==> src/rtl/pwm_pkg.sv <==
package pwm_pkg;
  localparam int WORD_W  = 32;
  localparam int DUTY_W  = 8;
  localparam int PRE_W   = 13;
  localparam int EN_BIT  = 31;
  localparam int DUTY_LSB = 16;
  localparam int STRIDE_LSB = 4;  // 16-byte register stride

  typedef struct packed {
    logic              en;
    logic [DUTY_W-1:0] duty;
    logic [PRE_W-1:0]  presc;
  } cfg_t;

  function automatic logic [WORD_W-1:0] to_word(cfg_t c);
    logic [WORD_W-1:0] w;
    w = '0;
    w[EN_BIT] = c.en;
    w[DUTY_LSB +: DUTY_W] = c.duty;
    w[PRE_W-1:0] = c.presc;
    return w;
  endfunction
endpackage

==> src/rtl/pwm_regs.sv <==
module pwm_regs
  import pwm_pkg::*;
#(
  parameter int NCH    = 4,
  parameter int ADDR_W = 8
) (
  input  logic               clk_i,
  input  logic               rst_ni,
  input  logic               wr_en_i,
  input  logic [ADDR_W-1:0]  addr_i,
  input  logic [WORD_W-1:0]  wdata_i,
  output logic [WORD_W-1:0]  rdata_o,
  output cfg_t [NCH-1:0]     cfg_o
);
  localparam int CH_W   = (NCH > 1) ? $clog2(NCH) : 1;
  localparam int HI_LSB = STRIDE_LSB + CH_W;

  logic [CH_W-1:0] sel_idx;
  logic            low_ok, high_ok, hit;
  cfg_t            wr_cfg;
  logic            unused_wbits;

  assign sel_idx = addr_i[STRIDE_LSB +: CH_W];
  assign low_ok  = (addr_i[STRIDE_LSB-1:0] == '0);

  if (ADDR_W > HI_LSB) begin : g_hi
    assign high_ok = (addr_i[ADDR_W-1:HI_LSB] == '0);
  end else begin : g_nohi
    assign high_ok = 1'b1;
  end

  assign hit = low_ok && high_ok && (int'(sel_idx) < NCH);

  assign wr_cfg.en    = wdata_i[EN_BIT];
  assign wr_cfg.duty  = wdata_i[DUTY_LSB +: DUTY_W];
  assign wr_cfg.presc = wdata_i[PRE_W-1:0];
  assign unused_wbits = ^{wdata_i[EN_BIT-1:DUTY_LSB+DUTY_W], wdata_i[DUTY_LSB-1:PRE_W]};

  always_ff @(posedge clk_i or negedge rst_ni) begin
    if (!rst_ni) begin
      cfg_o <= '0;
    end else if (wr_en_i && hit) begin
      for (int k = 0; k < NCH; k++) begin
        if (int'(sel_idx) == k) cfg_o[k] <= wr_cfg;
      end
    end
  end

  always_comb begin
    rdata_o = '0;
    for (int k = 0; k < NCH; k++) begin
      if (hit && int'(sel_idx) == k) rdata_o = to_word(cfg_o[k]);
    end
  end
endmodule

==> src/rtl/pwm_chan.sv <==
module pwm_chan
  import pwm_pkg::*;
(
  input  logic clk_i,
  input  logic rst_ni,
  input  cfg_t cfg_i,
  output logic pwm_o
);
  logic              run_q;
  logic [DUTY_W-1:0] act_duty, tick_q;
  logic [PRE_W-1:0]  act_presc, div_q;

  always_ff @(posedge clk_i or negedge rst_ni) begin
    if (!rst_ni) begin
      run_q     <= 1'b0;
      act_duty  <= '0;
      act_presc <= '0;
      div_q     <= '0;
      tick_q    <= '0;
    end else begin
      run_q <= cfg_i.en;
      if (!run_q) begin
        // idle: counters parked, shadow tracks the register
        div_q     <= '0;
        tick_q    <= '0;
        act_duty  <= cfg_i.duty;
        act_presc <= cfg_i.presc;
      end else if (div_q == act_presc) begin
        div_q  <= '0;
        tick_q <= tick_q + 1'b1;
        if (tick_q == '1) begin
          act_duty  <= cfg_i.duty;
          act_presc <= cfg_i.presc;
        end
      end else begin
        div_q <= div_q + 1'b1;
      end
    end
  end

  assign pwm_o = run_q && (tick_q < act_duty);
endmodule

==> src/rtl/pwm_quad.sv <==
module pwm_quad
  import pwm_pkg::*;
#(
  parameter int NCH    = 4,
  parameter int ADDR_W = 8
) (
  input  logic                clk_i,
  input  logic                rst_ni,
  input  logic                wr_en_i,
  input  logic [ADDR_W-1:0]   addr_i,
  input  logic [WORD_W-1:0]   wdata_i,
  output logic [WORD_W-1:0]   rdata_o,
  output logic [NCH-1:0]      pwm_o
);
  cfg_t [NCH-1:0] cfg_q;

  pwm_regs #(.NCH(NCH), .ADDR_W(ADDR_W)) i_regs (
    .clk_i   (clk_i),
    .rst_ni  (rst_ni),
    .wr_en_i (wr_en_i),
    .addr_i  (addr_i),
    .wdata_i (wdata_i),
    .rdata_o (rdata_o),
    .cfg_o   (cfg_q)
  );

  for (genvar g = 0; g < NCH; g++) begin : g_ch
    pwm_chan i_chan (
      .clk_i  (clk_i),
      .rst_ni (rst_ni),
      .cfg_i  (cfg_q[g]),
      .pwm_o  (pwm_o[g])
    );
  end
endmodule

==> config.mk <==
export PLATFORM = sky130hd
export DESIGN_NAME = pwm_quad
export DESIGN_NICKNAME = d
export VERILOG_FILES = /design/src/rtl/pwm_pkg.sv /design/src/rtl/pwm_regs.sv /design/src/rtl/pwm_chan.sv /design/src/rtl/pwm_quad.sv
export SDC_FILE = /design/constraint.sdc
export NUM_CORES = 1
export LEC_CHECK = 0
export BUFFER_PORTS_ARGS = -buffer_cell sky130_fd_sc_hd__buf_4
export CORE_ASPECT_RATIO = 0.8
export CORE_MARGIN = 5
export CORE_UTILIZATION = 61
export CTS_CLUSTER_DIAMETER = 40
export CTS_CLUSTER_SIZE = 12
export DETAILED_ROUTE_END_ITERATION = 7
export PLACE_DENSITY = 0.84
export SYNTH_ARGS = -nofsm -noshare
export SYNTH_HDL_FRONTEND = slang
export SYNTH_SLANG_ARGS = --single-unit
==> constraint.sdc <==
create_clock -name clk_i -period 2.8 [get_ports clk_i]
set_input_delay 0.14 -clock clk_i [delete_from_list [all_inputs] [get_ports clk_i]]
set_output_delay 0.14 -clock clk_i [all_outputs]
set_load 0.03 [all_outputs]
Word-level counts from Yosys, hierarchy flattened
Cells that the tools add are included.

Flip-flop bits (word level): 260. Input port bits: 43. Output and inout port bits: 36. Logic and storage cells: 128.

Add/sub/neg operators: 8. Order comparisons: 4. Equality and inequality tests: 19. Mux-type cells: 44. Reductions and logical operators: 21.

Operators with widths (count): $mux W13 (20); $mux W8 (20); $mux W32 (4); $add A13 B1 Y13 const B (4); $eq A13 B13 Y1 (4); $add A8 B1 Y8 const B (4); $eq A8 B8 Y1 const B (4); $lt A8 B8 Y1 (4); $ne A2 B2 Y1 const B (8); $reduce_and A2 Y1 (8); $logic_and A1 B1 Y1 (10); $eq A2 B2 Y1 const B (2); $logic_not A2 Y1 (2); $logic_not A4 Y1 (1); $eq A2 B1 Y1 const B (1).

Logic depth before layout (Yosys ltp)
Gate-level depths: netlist of the first run.

Depth in word-level cells: 7. Gate-level depth with buffers: 8. Mapped depth without buffers: 7.

Cells and area by module
Synthesis of the first run repeated with hierarchy kept, for this count alone.

Cells, all modules: 1003. Area total of the unflattened synthesis: 12619.6 um^2.

By module, submodules not included: pwm_chan (times used 4, cells each 186, area an instance 2127.0 um^2, sequential area each 1076.0 um^2); pwm_regs (times used 1, cells each 259, area an instance 4111.4 um^2, sequential area each 2202.1 um^2).

Least setup slack after synthesis of the first run
Ideal clock, no wire load.

Path type: flip-flop to flip-flop. From: register g_ch[2].i_chan.div_q[6]. To: register g_ch[2].i_chan.act_duty[1]. Setup time: 0.125 ns. Arrival: 2.059 ns. Required time: 2.675 ns. Setup slack: 0.616 ns. Stages on the path, launching flop included: 7. Buffers on the path: 1. Clock period less this slack: 2.184 ns. Cell sequence: dfrtp_1 -> xor2_1 -> nor4_2 -> nand4_2 -> o41ai_4 -> buf_6 -> mux2_4.

Cells in the longest elaborated chain, start to end: 3.

Ends and longest elaborated chain: from (decl) (RTL line pwm_chan.sv:11) `logic [PRE_W-1:0] act_presc, div_q;`; from (signal assigned) (RTL line pwm_chan.sv:36) `div_q <= div_q + 1'b1;`; $eq A13 B13 Y1 (RTL line pwm_chan.sv:28) `end else if (div_q == act_presc) begin`; $ne A2 B2 Y1 (no line); $reduce_and A2 Y1 (no line); to (signal assigned) (RTL line pwm_chan.sv:26) `act_duty <= cfg_i.duty;`; to (signal assigned) (RTL line pwm_chan.sv:32) `act_duty <= cfg_i.duty;`; to (decl) (RTL line pwm_chan.sv:10) `logic [DUTY_W-1:0] act_duty, tick_q;`.

No other way between the ends. A chain may end at the register's enable or synchronous reset.

Worst setup path after layout of the first run
From: register g_ch[1].i_chan.div_q[10]. To: register g_ch[1].i_chan.act_duty[5].

Cells in the longest elaborated chain, start to end: 3.

Ends and longest elaborated chain (RTL line): from (decl) (pwm_chan.sv:11); from (signal assigned) (pwm_chan.sv:36); $eq A13 B13 Y1 (pwm_chan.sv:28); $ne A2 B2 Y1 (no line); $reduce_and A2 Y1 (no line); to (signal assigned) (pwm_chan.sv:26); to (signal assigned) (pwm_chan.sv:32); to (decl) (pwm_chan.sv:10).

No other way between the ends.

==> flow_summary.ini, run 1 <==
[power_and_ir_drop]
vdd_drop_max_v = 0.000576
swShare_pct = 23.9
p_per_area_nw_per_um2 = 616
p_comb_share_pct = 8.3
p_int_uw = 6930
clkPwrFrac_pct = 47.6
power.leakage_uw = 0.00717
p_sw_uw = 2180
seq_power_share_pct = 44.1

[routing]
totalWireLength_um = 29400
firstDrtPassIters = 5
viasPerCell = 5.94
drtIter0Drc = 694
drt.antenna.violating_nets = 0
num_vias = 8399
drcViolationCount = 0
wl_per_cell_um = 20.8

[final_layout]
register_area_um2 = 6510
final_area_um2 = 14800
final_core_util_pct = 71.9
area_growth_pct = 16.8
layout-drive-gt1-share_pct = 26.2
antenna_cells = 0
nets = 1203
fillers = 1366
multi_input_area_um2 = 5740

[timing]
whs_ns = 0.241
fin_worst_skew_ns = 0.0154
rsz0062_at_grt = no
setup_viol = 0
timing.setup.tns_ns = 0
finalCritPeriodShare_pct = 92.3
fin_crit_ns = 2.59
relSlewSlack_pct = 50.4
worst_slew_pin_slew_ns = 0.743
hold_viol = 0
max_freq_mhz = 387
slew_viol_final = 0

[floorplan]
rows = 47
die_area_um2 = 23800
die_w_um = 171
initial_core_util_pct = 61.5
die_h_um = 139
coreArea_um2 = 20600
io_pins = 79

[global_routing]
antenna_found_initial = 0
grt_usage_pct = 25.3
grt_overflow = 0
grt_max_degree = 95
grt_pass1_vias = 8746
grt_pass1_wl_um = 47800

[clock_tree]
cts_resized = 0
cts_root_buf = clkbuf_16
numCtsBuffers = 34
clkLatencyLatePin_ns = 0.51
path_clk_slew_ns = 0.06
cts-htree-levels = 2
cts_sinks = 260
cts_tree = yes
clockBufferDepth = 3

[placement]
gp_congestion = 0.897
numPortBuffers = 58
hpwl_um = 19500
dpl_cell_area_um2 = 13400

[synth]
ys_async_sr_fraction_pct = 100
synth_cell_types = 42
ys_warn_count = 0
ys_seq_area_share_pct = 51.4
synth-edff-count = 0
synth_top_cells_by_area = dfrtp_1, mux2_2, xor2_1, mux4_2, ha_1
ys_ff_latch = 260
avgSynthCellArea_um2 = 12.4
yosys_most_used_dff = dfrtp_1
yosys.area.top_type = dfrtp_1
synth_top_area_share_pct = 51.4
netlist_area_um2 = 12700
syn-instance-count = 1020

[critical_path]
arrival_ns = 2.97
path_class = reg -> reg
cp-end-kind = flip-flop
worst-path-max-fanout = 8
cp-start-kind = flip-flop
required_ns = 3.18

[run]
cap_violations = 0

[hold_path]
hold_class = in -> async

[outcome]
status = finished, final reports clean
-- per-layer routing --
layer	global-route usage [%]	routed length, µm	share of wire [%]	vias up
met5	0	0	0	-
met4	7.21	729	2.5	0
met3	5.19	1980	6.7	59
met2	39.8	14000	47	278
met1	36.0	12800	43	4281
li1	-	-	-	3781
-- stage by stage --
stage / setup slack, ns / std cells / power (µW)
2_1_floorplan: 0.616 / 1029 / 4490
3_3_place_gp: 0.365 / 1334 / 4760
3_5_place_dp: 0.314 / 1334 / 4790
4_1_cts: 0.260 / 1413 / 9170
5_1_grt: 0.119 / 1413 / 9410
6_report: 0.215 / 1413 / 9110
-- registers in the layout, indices dropped and copies added (netlist names) --
| name | flops |
|---|---|
| i_regs.cfg_o | 88 |
| g_ch.i_chan.act_presc | 52 |
| g_ch.i_chan.div_q | 52 |
| g_ch.i_chan.act_duty | 32 |
| g_ch.i_chan.tick_q | 32 |
| g_ch.i_chan.run_q | 4 |
-- power by group through the flow --
stage          Combinational [µW]  Sequential [µW]  Clock (µW)
3_5_place_dp                  717             4080           0
4_1_cts                       755             4020        4400
6_report                      754             4020        4340
3_3_place_gp                  696             4070           0
2_1_floorplan                 468             4020           0
5_1_grt                       821             4030        4560
-- placed cells by master (no fill, tap or decap), drive strengths merged, types with 3 or more instances in the layout --
| cell type | instances |
|---|---|
| dfrtp | 260 |
| mux2 | 172 |
| buf | 83 |
| xor2 | 77 |
| nor2 | 75 |
| inv | 53 |
| clkbuf | 44 |
| nand2 | 39 |
| nand3 | 38 |
| ha | 36 |
| a21oi | 25 |
| xnor2 | 23 |
| dlygate4sd3 | 23 |
| mux4 | 22 |
| and2 | 22 |
| or3 | 15 |
| o21ai | 15 |
| nor3 | 14 |
| nand4 | 13 |
| nor4 | 11 |
| o31ai | 11 |
| or4 | 10 |
| conb | 10 |
| a21o | 6 |
| mux2i | 6 |
| and3 | 5 |
| nand2b | 5 |
| nor2b | 4 |
| clkinvlp | 4 |
| o41ai | 4 |
| and4 | 3 |
| o311ai | 3 |
| bufinv | 3 |
-- synthesized netlist by cell type, types with 23 or more instances --
cell type  count
a21oi_1       25
dfrtp_1      260
ha_1          36
inv_1         50
mux2_1        40
mux2_2       112
nand2_1       39
nand3_1       38
nor2_1        75
xnor2_1       23
xor2_1        77
-- cells by family (layout without fill, tap and decap cells) --
group / count (synthesis) / in the layout / share of synthesized area (%)
flip-flops: 260 / 260 / 51.4
AND/OR/NAND/NOR: 256 / 256 / 10.2
multiplexers: 200 / 200 / 20.3
XOR/XNOR: 100 / 100 / 6.92
buffers and inverters: 97 / 212 / 3.78
AO/OA/AOI/OAI: 70 / 70 / 3.85
adder cells (fa/ha/maj): 36 / 36 / 3.56
other: 1 / 10 / 0.0296
-- layout make-up --
| class | instances | share of cell area (%) |
|---|---|---|
| well taps | 269 | 2.28 |
| inverters | 50 | 1.27 |
| flip-flops and latches | 260 | 44.0 |
| multi-input cells | 672 | 38.8 |
| clock inverters | 12 | 1.06 |
| clock buffers | 44 | 6.56 |
| repair buffers | 106 | 6.07 |
-- worst max-delay path: stages (launching register included) --
cell and delay, ns:
dfrtp_1 0.43, xor2_1 0.18, nor4_1 0.48, nand4_1 0.26
o31ai_4 0.52, buf_4 0.26, mux2_2 0.35
-- final timing paths --
kind	start	to	slack, ns	cells after the start
worst max-delay path	g_ch[1].i_chan.div_q[10]$_DFF_PN0_	g_ch[1].i_chan.act_duty[5]$_DFFE_PN0P_	0.21	6
worst min-delay path	rst_ni	g_ch[0].i_chan.div_q[11]$_DFF_PN0_	0.24	2
worst max register to register	g_ch[1].i_chan.div_q[10]$_DFF_PN0_	g_ch[1].i_chan.act_duty[5]$_DFFE_PN0P_	0.21	6
worst min register to register	i_regs.cfg_o[87]$_DFFE_PN0P_	g_ch[3].i_chan.run_q$_DFF_PN0_	0.40	0
max in group asynchronous	rst_ni	g_ch[1].i_chan.tick_q[7]$_DFFE_PN0P_	1.60	3
min in group clk_i	wr_en_i	i_regs.cfg_o[15]$_DFFE_PN0P_	0.31	5
-- repair_timing --
item / in CTS / in global routing
hold buffers: 23 / 0
setup buffers: 0 / 0
endpoints found under the hold margin: 178 / 0
No activity file was read; power rests on OpenSTA's default activity.
==> inputs of run 2 (changes only) <==
--- a/config.mk
+++ b/config.mk
@@ -15,2 +15,3 @@
 export PLACE_DENSITY = 0.84
+export SETUP_SLACK_MARGIN = 0.1
 export SYNTH_ARGS = -nofsm -noshare
==> constraint.sdc (replaced) <==
create_clock -name clk_i -period 2.8 [get_ports clk_i]
set_input_delay 0.28 -clock clk_i [delete_from_list [all_inputs] [get_ports clk_i]]
set_output_delay 0.28 -clock clk_i [all_outputs]
set_load 0.03 [all_outputs]
==> run 2 against run 1 <==
Net effect:
- worst hold slack worse by 0.22 ns
- core utilization down 0.91 points
- critical path depth is the same
- highest routed layer unchanged
==> flow_summary.ini, run 2 (synthesis gave the netlist of run 1 again) <==
[critical_path]
arrival_ns = 2.26
worst-path-max-fanout = 4
path_class = reg -> out
cp_slowest_cell = dfrtp_1
cp_cell_sequence = ha_1 -> a21o_1 -> a21oi_1 -> nor2b_1 -> o311ai_0 -> buf_4
cp-end-kind = output pin
required_ns = 2.52
cp-start-kind = flip-flop
crit_path_max_incr_delay_ns = 0.41

[routing]
drcViolationCount = 0
wl_per_cell_um = 20.2
drt.antenna.violating_nets = 0
firstDrtPassIters = 5
totalWireLength_um = 28300
viasPerCell = 5.93
drtIter0Drc = 645
num_vias = 8320

[floorplan]
rows = 47
die_area_um2 = 23800
io_pins = 79
die_h_um = 139
coreArea_um2 = 20600
die_w_um = 171
initial_core_util_pct = 61.5

[timing]
setup_viol = 0
max_freq_mhz = 394
relSlewSlack_pct = 53.4
finalCritPeriodShare_pct = 90.6
fin_worst_skew_ns = 0.0189
rsz0062_at_grt = no
worst_slew_pin_slew_ns = 0.699
timing.setup.tns_ns = 0
hold_viol = 0
slew_viol_final = 0
fin_crit_ns = 2.54

[clock_tree]
clkLatencyLatePin_ns = 0.56
cts_tree = yes
cts_root_buf = clkbuf_16
clockBufferDepth = 3
numCtsBuffers = 30
cts-htree-levels = 1
path_clk_slew_ns = 0.06
cts_sinks = 260
cts_setup_buffers = 0

[final_layout]
final_common_cell = dfrtp_1
final_core_util_pct = 71.0
antenna_cells = 0
nets = 1195
largestRegisters = i_regs.cfg_o x88, g_ch.i_chan.act_presc x52, g_ch.i_chan.div_q x52
largest-register = i_regs.cfg_o
layout-drive-gt1-share_pct = 25.7
mostFrequentLayoutCells = dfrtp_1, mux2_2, buf_4
area_growth_pct = 15.3
final_area_um2 = 14600
largest_register_ffs = 88

[global_routing]
grt_pass1_wl_um = 46700
grt_pass1_vias = 8657
antenna_found_initial = 1
grt_overflow = 0
grt_usage_pct = 24.4
grt_max_degree = 86

[placement]
gp_congestion = 0.868
dpl_cell_area_um2 = 13400
hpwl_um = 19200
numPortBuffers = 58

[power_and_ir_drop]
power.leakage_uw = 0.00709
vdd_drop_max_v = 0.000472
p_per_area_nw_per_um2 = 597

[outcome]
status = finished, final reports clean

[hold_path]
hold_class = in -> reg

[run]
cap_violations = 0
run 2: what timing repair did:
item / CTS / global route
setup endpoints to repair: 1 / 1
resized for setup: 1 / 1
cloned: 0 / 0
endpoints found under the hold margin: 144 / 0
pin swaps: 0 / 0
hold buffers: 21 / 0
run 2: final timing paths:
kind | from | to | slack, ns | cells past startpoint
max reg2reg | g_ch[1].i_chan.div_q[10]$_DFF_PN0_ | g_ch[1].i_chan.act_duty[5]$_DFFE_PN0P_ | 0.36 | 6
min | wdata_i[1] | i_regs.cfg_o[1]$_DFFE_PN0P_ | 0.02 | 2
max in group asynchronous | rst_ni | i_regs.cfg_o[70]$_DFFE_PN0P_ | 1.48 | 3
min reg2reg | i_regs.cfg_o[65]$_DFFE_PN0P_ | g_ch[2].i_chan.run_q$_DFF_PN0_ | 0.41 | 0
max | g_ch[1].i_chan.tick_q[1]$_DFFE_PN0P_ | pwm_o[1] | 0.26 | 6
min in group asynchronous | rst_ni | g_ch[0].i_chan.div_q[0]$_DFF_PN0_ | 0.30 | 2
run 2: layer usage:
metal / GRT usage [%] / part of all wire (%) / vias up
met5: 0 / 0 / -
met4: 5.38 / 2.0 / 0
met3: 4.62 / 5.9 / 47
met2: 38.5 / 47 / 216
met1: 35.6 / 45 / 4298
li1: - / - / 3759
run 2: area by class of cell:
class / instances / area (µm²)
Sequential cell: 260 / 6510
Multi-Input combinational cell: 672 / 5740
Clock inverter: 12 / 176
Inverter: 50 / 188
Tap cell: 269 / 337
Timing Repair Buffer: 102 / 838
Fill cell: 1374 / 5980
Clock buffer: 37 / 818
run 2: where the power goes:
group	switching [µW]	leakage, µW	total, µW	internal [µW]
sequential	128	0.00360	4020	3890
clock	1540	0.000483	3970	2420
combinational	411	0.00300	731	320
total	2080	0.00709	8710	6630
run 2: worst max-delay path, delay by kind of cell (launching register included):
| family | cells | cell delay (ns) |
|---|---|---|
| AOI/OAI and AO/OA | 3 | 0.68 |
| DFF | 1 | 0.41 |
| adders and majority gates | 1 | 0.31 |
| buffers and inverters | 1 | 0.24 |
| and+or+nand+nor | 1 | 0.07 |
run 2: through the flow:
stage | instances | hold WS [ns] | setup slack [ns] | power (µW)
2_1_floorplan | 1029 | -0.0156 | 0.616 | 4490
3_3_place_gp | 1332 | 0.322 | 0.415 | 4750
3_5_place_dp | 1332 | 0.328 | 0.368 | 4780
4_1_cts | 1402 | 0.00499 | 0.211 | 8780
5_1_grt | 1402 | 0.0116 | 0.123 | 9030
6_report | 1402 | 0.0221 | 0.265 | 8710
==> inputs of run 3 (changes only) <==
BUFFER_PORTS_ARGS = not set   (was -buffer_cell sky130_fd_sc_hd__buf_4)
CORE_UTILIZATION = 64   (was 61)
DONT_BUFFER_PORTS = 1   (was not set)
==> run 3 against run 2 <==
Net effect:
- the run now ends with hold timing left
- die area shrank 4.4%
- critical path depth is the same
- core utilization grew 1.3 points
- non-clock buffer count shrank 57
- fmax shrank 0.89%
- register-to-register slack lost 0.12 ns
- sequential cell count is the same
- worst setup slack lost 0.023 ns
- clock power shrank 1%
- routed wire length shrank 2.5%
- critical path type is now reg -> reg
- critical endpoint is now g_ch[3].i_chan.act_duty[7]$_DFFE_PN0P_
- largest power group unchanged
- highest routed layer is now met5
==> flow_summary.ini, run 3 (synthesis gave the netlist of run 1 again) <==
[power_and_ir_drop]
p_sw_uw = 2030
swShare_pct = 23.8
p_per_area_nw_per_um2 = 603
p_comb_share_pct = 7.1
clkPwrFrac_pct = 45.9
p_int_uw = 6510
finalPower_uw = 8540
seq_power_share_pct = 47.0
power.leakage_uw = 0.00679
vdd_drop_max_v = 0.000466

[timing]
rsz0062_at_grt = no
fin_crit_ns = 2.56
setup_viol = 0
whs_ns = -0.565
hold_viol = 260
fin_worst_skew_ns = 0.0119
max_freq_mhz = 391
finalCritPeriodShare_pct = 91.4
timing.setup.tns_ns = 0
slew_viol_final = 0
worst_slew_pin_slew_ns = 0.627
relSlewSlack_pct = 58.2

[critical_path]
arrival_ns = 2.98
cp-end-kind = flip-flop
critical_path.startpoint = g_ch[3].i_chan.div_q[3]$_DFF_PN0_
path_class = reg -> reg
cp-start-kind = flip-flop
required_ns = 3.22
r2r_start = g_ch[3].i_chan.div_q[3]$_DFF_PN0_
r2r_cells = 6
worst-path-max-fanout = 21

[global_routing]
grt_pass1_wl_um = 45400
grt_usage_pct = 24.9
grt_overflow = 0
antenna_found_initial = 2
grt_pass1_vias = 8401
grt_max_degree = 261

[floorplan]
rows = 46
initial_core_util_pct = 64.5
die_h_um = 136
die_w_um = 167
die_area_um2 = 22700
coreArea_um2 = 19600
io_pins = 79

[final_layout]
largest_register_ffs = 88
mostFrequentLayoutCells = dfrtp_1, mux2_2, xor2_1
largestRegisters = i_regs.cfg_o x88, g_ch.i_chan.act_presc x52, g_ch.i_chan.div_q x52
area_growth_pct = 11.9
nets = 1139
largest-register = i_regs.cfg_o
final_common_cell = dfrtp_1
layout-drive-gt1-share_pct = 22.0

[outcome]
status = finished, violations left
violations = hold timing

[hold_path]
hold_class = in -> async

[clock_tree]
cts_hold_buf = 22
numCtsBuffers = 31
clkLatencyLatePin_ns = 0.55
path_clk_slew_ns = 0.06
clockBufferDepth = 3
cts_setup_buffers = 0
cts_root_buf = clkbuf_16
cts_sinks = 260
cts-htree-levels = 1
cts_tree = yes

[placement]
numPortBuffers = 0
gp_congestion = 0.883
hpwl_um = 18400

[routing]
viasPerCell = 5.95
num_vias = 7986
drtIter0Drc = 680
drt.antenna.violating_nets = 0
totalWireLength_um = 27600
firstDrtPassIters = 4
wl_per_cell_um = 20.6
drcViolationCount = 0

[run]
cap_violations = 0
## run 3: cell count changes in the layout (fill, tap and decap cells not counted), sizes merged, moves of 2 or more
cell / previous run / this run
buf: 81 / 23
clkbuf: 37 / 33
diode: 0 / 2
clkinvlp: 2 / 5
clkinv: 4 / 6
## run 3: cell type report
type	instances	area, µm²
Sequential cell	260	6510
Clock buffer	33	803
Clock inverter	16	186
Timing Repair Buffer	45	405
Antenna cell	2	5.00
Tap cell	264	330
Fill cell	1264	5460
Multi-Input combinational cell	672	5750
Inverter	50	188
## run 3: worst max-delay path, cell delays in order (launching register included)
cell,delay (ns)
dfrtp_1,0.46
xor2_1,0.21
nor4_1,0.32
nand4_1,0.38
o41ai_4,0.48
buf_12,0.23
mux2_2,0.35
## run 3: what timing repair did
| action | CTS | global route |
|---|---|---|
| resized for setup | 0 | 1 |
| setup endpoints to repair | 0 | 1 |
| endpoints found under the hold margin | 348 | 260 |
## run 3: power groups by stage
| stage | clock network [µW] | registers, µW | logic [µW] |
|---|---|---|---|
| after floorplan | 0 | 4020 | 468 |
| after global routing | 4120 | 4030 | 658 |
| after global placement | 0 | 4070 | 539 |
| after CTS | 3950 | 4010 | 605 |
| after detailed placement | 0 | 4080 | 561 |
| final | 3920 | 4020 | 609 |
## run 3: path summary, 6_finish.rpt
check                                                         end  slack, ns
setup / recovery           g_ch[3].i_chan.act_duty[7]$_DFFE_PN0P_       0.24
hold / removal                  g_ch[2].i_chan.div_q[3]$_DFF_PN0_      -0.56
setup reg to reg           g_ch[3].i_chan.act_duty[7]$_DFFE_PN0P_       0.24
hold reg to reg                    g_ch[2].i_chan.run_q$_DFF_PN0_       0.41
max in group asynchronous       g_ch[2].i_chan.div_q[6]$_DFF_PN0_       2.82
min in group clk_i                   i_regs.cfg_o[65]$_DFFE_PN0P_       0.23
## run 3: routing by layer
metal,global-route usage (%),share of wire [%],vias to the layer above,routed length [µm]
met1,34.7,44,4106,12300
met4,6.22,2.4,2,671
met2,40.3,47,200,13000
li1,-,-,3630,-
met5,0,0.047,-,13
met3,6.02,6.1,48,1680
## run 3: through the flow
step / std cells / cell area (µm²) / utilization, % / worst slack [ns]
after floorplan: 1029 / 12700 / - / 0.616
after global placement: 1269 / 13000 / 66.0 / 0.408
after detailed placement: 1269 / 13000 / 66.0 / 0.325
after CTS: 1340 / 14200 / 72.2 / 0.134
after global routing: 1341 / 14200 / 72.2 / 0.138
final: 1342 / 14200 / 72.2 / 0.242
